**src/rtl/bmr_pkg.sv**
```systemverilog
package bmr_pkg;

  // Read result when the read address is written in the same cycle.
  typedef enum logic [1:0] {
    RDW_NEW  = 2'd0,
    RDW_OLD  = 2'd1,
    RDW_HOLD = 2'd2
  } rdw_mode_e;

  // Number of lanes in one word.
  function automatic int lane_count(input int data_w, input int lane_w);
    return data_w / lane_w;
  endfunction

  // Width of the lane-enable port; a single-lane word keeps one unused bit.
  function automatic int lane_port_width(input int lanes);
    return (lanes < 2) ? 1 : lanes;
  endfunction

  // Lowest data bit covered by a lane.
  function automatic int lane_lsb(input int lane, input int lane_w);
    return lane * lane_w;
  endfunction

  function automatic bit lane_width_legal(input int lane_w);
    return (lane_w == 5) || (lane_w == 8) || (lane_w == 9) || (lane_w == 10);
  endfunction

  function automatic bit width_multiple(input int data_w, input int lane_w);
    return (lane_w > 0) && (data_w >= lane_w) && ((data_w % lane_w) == 0);
  endfunction

  function automatic bit mode_legal(input rdw_mode_e mode);
    return (mode == RDW_NEW) || (mode == RDW_OLD) || (mode == RDW_HOLD);
  endfunction

endpackage

```
**src/rtl/bmr_lane_gate.sv**
```systemverilog
module bmr_lane_gate #(
  parameter int LANES     = 2,
  parameter int LANE_EN_W = 2
) (
  input  logic                 wr_en,
  input  logic [LANE_EN_W-1:0] lane_en,
  output logic [LANES-1:0]     strobe,
  output logic                 lanes_ignored
);

  generate
    if (LANES < 2) begin : g_single
      // One lane: the global enable alone decides.
      assign strobe        = {LANES{wr_en}};
      assign lanes_ignored = |lane_en;
    end else begin : g_multi
      // Each lane needs its own bit and the global enable.
      for (genvar i = 0; i < LANES; i++) begin : g_lane
        assign strobe[i] = wr_en & lane_en[i];
      end
      assign lanes_ignored = 1'b0;
    end
  endgenerate

endmodule

```
**src/rtl/bmr_store.sv**
```systemverilog
module bmr_store #(
  parameter int DATA_W = 16,
  parameter int LANE_W = 8,
  parameter int LANES  = 2,
  parameter int DEPTH  = 16,
  parameter int ADDR_W = 4
) (
  input  logic              clk,
  input  logic [LANES-1:0]  strobe,
  input  logic [ADDR_W-1:0] waddr,
  input  logic [DATA_W-1:0] wdata,
  input  logic [ADDR_W-1:0] raddr,
  output logic [DATA_W-1:0] stored
);

  logic [DATA_W-1:0] mem [DEPTH];

  // Per-lane write; lanes without a strobe keep their bits.
  always_ff @(posedge clk) begin
    for (int i = 0; i < LANES; i++) begin
      if (strobe[i]) begin
        mem[waddr][bmr_pkg::lane_lsb(i, LANE_W) +: LANE_W] <=
          wdata[bmr_pkg::lane_lsb(i, LANE_W) +: LANE_W];
      end
    end
  end

  // Word held before any write of this cycle.
  assign stored = mem[raddr];

endmodule

```
**src/rtl/bmr_read_port.sv**
```systemverilog
module bmr_read_port
  import bmr_pkg::*;
#(
  parameter int        DATA_W = 16,
  parameter int        LANE_W = 8,
  parameter int        LANES  = 2,
  parameter rdw_mode_e MODE   = RDW_NEW
) (
  input  logic              clk,
  input  logic              rst,
  input  logic              rd_en,
  input  logic              collide,
  input  logic [LANES-1:0]  strobe,
  input  logic [DATA_W-1:0] stored,
  input  logic [DATA_W-1:0] wdata,
  output logic [DATA_W-1:0] new_word,
  output logic [DATA_W-1:0] rd_data
);

  logic [DATA_W-1:0] next_word;

  // Word as it will be after this cycle's write: written lanes new, rest old.
  generate
    for (genvar i = 0; i < LANES; i++) begin : g_merge
      localparam int LSB = lane_lsb(i, LANE_W);
      assign new_word[LSB +: LANE_W] =
        strobe[i] ? wdata[LSB +: LANE_W] : stored[LSB +: LANE_W];
    end
  endgenerate

  generate
    if (MODE == RDW_NEW) begin : g_new
      always_comb next_word = collide ? new_word : stored;
    end else if (MODE == RDW_OLD) begin : g_old
      always_comb next_word = stored;
    end else begin : g_hold
      always_comb next_word = collide ? rd_data : stored;
    end
  endgenerate

  always_ff @(posedge clk) begin
    if (rst) begin
      rd_data <= '0;
    end else if (rd_en) begin
      rd_data <= next_word;
    end
  end

endmodule

```
**src/rtl/bmr_masked_ram.sv**
```systemverilog
module bmr_masked_ram
  import bmr_pkg::*;
#(
  parameter int        DATA_W    = 16,
  parameter int        LANE_W    = 8,
  parameter int        DEPTH     = 16,
  parameter rdw_mode_e RDW_MODE  = RDW_NEW,
  localparam int       ADDR_W    = (DEPTH > 1) ? $clog2(DEPTH) : 1,
  localparam int       LANES     = lane_count(DATA_W, LANE_W),
  localparam int       LANE_EN_W = lane_port_width(LANES)
) (
  input  logic                 clk,
  input  logic                 rst,
  input  logic [ADDR_W-1:0]    wr_addr,
  input  logic [DATA_W-1:0]    wr_data,
  input  logic                 wr_en,
  input  logic [LANE_EN_W-1:0] wr_lanes,
  input  logic [ADDR_W-1:0]    rd_addr,
  input  logic                 rd_en,
  output logic [DATA_W-1:0]    rd_data
);

  // Elaboration-time parameter checks.
  generate
    if (!width_multiple(DATA_W, LANE_W)) begin : g_bad_width
      $fatal(1, "DATA_W must be a whole multiple of LANE_W");
    end
    if (!lane_width_legal(LANE_W)) begin : g_bad_lane
      $fatal(1, "LANE_W must be 5, 8, 9 or 10");
    end
    if (!mode_legal(RDW_MODE)) begin : g_bad_mode
      $fatal(1, "RDW_MODE is not a known collision mode");
    end
  endgenerate

  // Internal events, named for the checker.
  logic [LANES-1:0]  strobe;
  logic              lanes_ignored;
  logic              any_write;
  logic              same_addr;
  logic              collide;
  logic [DATA_W-1:0] stored_word;
  logic [DATA_W-1:0] new_word;

  bmr_lane_gate #(
    .LANES     (LANES),
    .LANE_EN_W (LANE_EN_W)
  ) u_gate (
    .wr_en         (wr_en),
    .lane_en       (wr_lanes),
    .strobe        (strobe),
    .lanes_ignored (lanes_ignored)
  );

  bmr_store #(
    .DATA_W (DATA_W),
    .LANE_W (LANE_W),
    .LANES  (LANES),
    .DEPTH  (DEPTH),
    .ADDR_W (ADDR_W)
  ) u_store (
    .clk    (clk),
    .strobe (strobe),
    .waddr  (wr_addr),
    .wdata  (wr_data),
    .raddr  (rd_addr),
    .stored (stored_word)
  );

  assign any_write = |strobe;
  assign same_addr = (rd_addr == wr_addr);
  assign collide   = rd_en & same_addr & any_write;

  bmr_read_port #(
    .DATA_W (DATA_W),
    .LANE_W (LANE_W),
    .LANES  (LANES),
    .MODE   (RDW_MODE)
  ) u_rport (
    .clk      (clk),
    .rst      (rst),
    .rd_en    (rd_en),
    .collide  (collide),
    .strobe   (strobe),
    .stored   (stored_word),
    .wdata    (wr_data),
    .new_word (new_word),
    .rd_data  (rd_data)
  );

endmodule

```
**config.mk**
```make
export PLATFORM = sky130hd
export DESIGN_NAME = bmr_masked_ram
export DESIGN_NICKNAME = d
export VERILOG_FILES = /design/src/rtl/bmr_pkg.sv /design/src/rtl/bmr_lane_gate.sv /design/src/rtl/bmr_store.sv /design/src/rtl/bmr_read_port.sv /design/src/rtl/bmr_masked_ram.sv
export SDC_FILE = /design/constraint.sdc
export NUM_CORES = 1
export LEC_CHECK = 0
export ABC_CLOCK_PERIOD_IN_PS = 3100
export CORE_ASPECT_RATIO = 2
export CORE_MARGIN = 2
export CORE_UTILIZATION = 50
export CTS_CLUSTER_DIAMETER = 30
export CTS_CLUSTER_SIZE = 16
export DETAILED_ROUTE_END_ITERATION = 6
export MAX_ROUTING_LAYER = met4
export PLACE_DENSITY = 0.68
export SYNTH_ARGS = -nofsm -noshare
export SYNTH_HDL_FRONTEND = slang
export SYNTH_SLANG_ARGS = --single-unit
```
**constraint.sdc**
```tcl
create_clock -name clk -period 3.1 [get_ports clk]
set_clock_uncertainty 0.1 [all_clocks]
set_input_delay 0.62 -clock clk [delete_from_list [all_inputs] [get_ports clk]]
set_output_delay 0.62 -clock clk [all_outputs]
set_load 0.005 [all_outputs]
```
==> results.toml <==
[status]
status = "finished clean"

[sta]
max_freq_mhz = 436.9
relSlewSlack_pct = 58.51
worst_pin_slew_ps = 620.3
min_period_over_period_pct = 73.83
hold_viol_final = 0
setup_violations = 0
setup_tns_ps = 0
rsz0062_at_grt = "false"
maxSlewViolCount = 0
min_period_ps = 2289
layout_setup_ws_ps = 811.1

[clocking]
clk_latency_ps = 550
numCtsBuffers = 28
cts_num_sinks = 272
ctsHoldBuffers = 0
path_clk_slew_ps = 60
ctsLongestPathBuffers = 3
postCtsSetupBuffers = 0
cts_repair_resize_count = 0
cts_tree = "done"
cts_root_buf = "clkbuf_16"
htreeDepth = 1

[synthesis]
yosys_warnings = 0
syn_area_um2 = 11020
async_flop_share_pct = 0
synth_nets = 571
yosysMostFrequentCell = "edfxtp_1"
ys_seq_area_share_pct = 72.69
yosysTopAreaCell = "edfxtp_1"
yosys-top-cells-count = "256 x edfxtp_1, 56 x mux4_2, 30 x mux2i_1, 28 x nor2_1, 21 x nand2_1"
synthFlopType = "edfxtp_1"
synth_area_leaders = "edfxtp_1 70%, mux4_2 11%, dfxtp_1 2.9%"
synth_enable_flop_cells = 256
synth_cell_types = 28
syn_inst = 541
syn_area_per_cell_um2 = 20.36
synth_top_area_share_pct = 69.79
synth-seq-cells = 272

[placement]
place_inst = 886
gp_congestion = 0.9338
post-place-ws_ps = 289.1
dpl.hpwl_mm = 17.15
io_buffers = 45

[grt]
grt_pass1_wl_mm = 36.55
grt_overflow = 0
grt_use_total_pct = 22.40
grt_max_degree = 30
antenna_found_initial = 0
grt_pass1_vias = 6117

[worst_hold_path]
worstHoldEndpoint = "u_rport.rd_data[0]"
hp-class = "flip-flop to flip-flop"
hold_path_startpoint = "u_rport.rd_data[0]"
worstHoldPathCells = 2

[power_and_ir_drop]
finalPower_mw = 7.893
ir_worst_vdd_uv = 529.2
p_leak_nw = 4.253
pwr_density_cell_nw_per_um2 = 609.1

[finish]
antenna_cells = 0
post_route_cells_drive_above_1_share_pct = 30.57
nNetsFinal = 673
instances_no_fill = 937
utilization_pct = 60.03
nFillCells = 1548
area_growth_pct = 17.64

[detailed_routing]
wirelength_mm = 24.54
drc = 0
postRouteAntennaNets = 0
drt_iter0_drc = 338
drt_pass1_iterations = 4
wire_per_inst_um = 26.18
viasPerCell = 5.977
via_count = 5600

[worst_setup_path]
worst_ep_required_time_ps = 3450
timing.rr.start = "u_store.mem[2][11]"
end_kind = "flip-flop"
reg2reg_depth = 4
rrSetupSlack_ps = 1290
r2r_end = "u_rport.rd_data[11]"
arrival_ps = 2640
critPathMaxFanout = 11
critical_path_class = "input pin to flip-flop"
worst_setup_path_start_kind = "input pin"

[flow_run]
cap_violations = 0

[floorplan]
die-area_um2 = 23310
rows = 76
initial_utilization_pct = 51.03
die_width_um = 109.0
ios = 46
die_h_um = 213.9
core_region_area_um2 = 21590
-- worst max-delay path, cell delays in order --
cell and delay, ps:
clkdlybuf4s50_1 720, xnor2_1 170, nand2_1 250, or3_1 590, a311oi_2 290
-- cell type report --
| class | instances | area [µm²] | area share, % |
|---|---|---|---|
| multi-input cells | 234 | 2759 | 21.29 |
| clock inverters | 23 | 212.7 | 1.641 |
| inverters | 1 | 3.754 | 0.02897 |
| clock buffers | 28 | 700.7 | 5.407 |
| repair buffers | 106 | 933.4 | 7.203 |
| flip-flops and latches | 272 | 8008 | 61.79 |
| well taps | 273 | 341.6 | 2.636 |
-- layout by cell type, fill, tap and decap left out, drive strengths merged --
master         count
edfxtp           256
buf               64
mux4              64
clkdlybuf4s50     42
mux2i             30
nor2              28
clkbuf            28
nand2             21
mux2              16
dfxtp             16
nor4              14
o21bai            14
a311oi            14
inv               11
nor3               8
clkinv             7
clkinvlp           5
nand2b             4
or2                4
or3                4
xnor2              4
nand4              2
a2bb2oi            2
o41ai              2
a31oi              2
nand3              1
bufinv             1
-- sequential cells by signal, summed over array words and instances (netlist names) --
register	flops
u_store.mem	256
u_rport.rd_data	16
-- power by group --
| part | leakage [nW] | switching (mW) | internal [mW] |
|---|---|---|---|
| Sequential | 2.44 | 0.0281 | 4.07 |
| Combinational | 1.38 | 0.273 | 0.243 |
| Clock | 0.434 | 1.48 | 1.79 |
-- stage by stage --
step,hold slack [ps],cell area (µm²)
detailed placement,430.4,12050
finish,452.2,12960
floorplan,411.1,11020
CTS,448.0,12960
global route,475.2,12960
global placement,413.5,12050
-- layer usage --
| layer | GRT usage [%] | wire length, µm |
|---|---|---|
| met5 | - | 0 |
| met1 | 23.77 | 8252 |
| met4 | 11.32 | 1201 |
| met3 | 2.343 | 1022 |
| met2 | 40.08 | 14060 |
-- worst max path at each step --
stage	from	end	slack [ps]	depth (start not counted)
CTS	u_rport.rd_data[6]	rd_data[6]	820	1
global placement	wr_addr[0]	u_store.mem[14][0]	380	5
floorplan	wr_addr[1]	u_store.mem[1][0]	710	4
finish	wr_addr[1]	u_rport.rd_data[4]	810	5
detailed placement	wr_addr[0]	u_rport.rd_data[1]	290	5
global route	wr_addr[1]	u_rport.rd_data[4]	700	5
-- cell families (layout without fill, tap and decap cells) --
family          after synthesis  count (layout)  share of synthesized area (%)
buf+inv                      35             158                          2.260
simple gates                 86              86                          3.714
mux                         110             110                          17.72
flops                       272             272                          72.69
xor+xnor                      4               4                         0.3180
compound gates               34              34                          3.294
No activity file was read; power rests on OpenSTA's default activity.
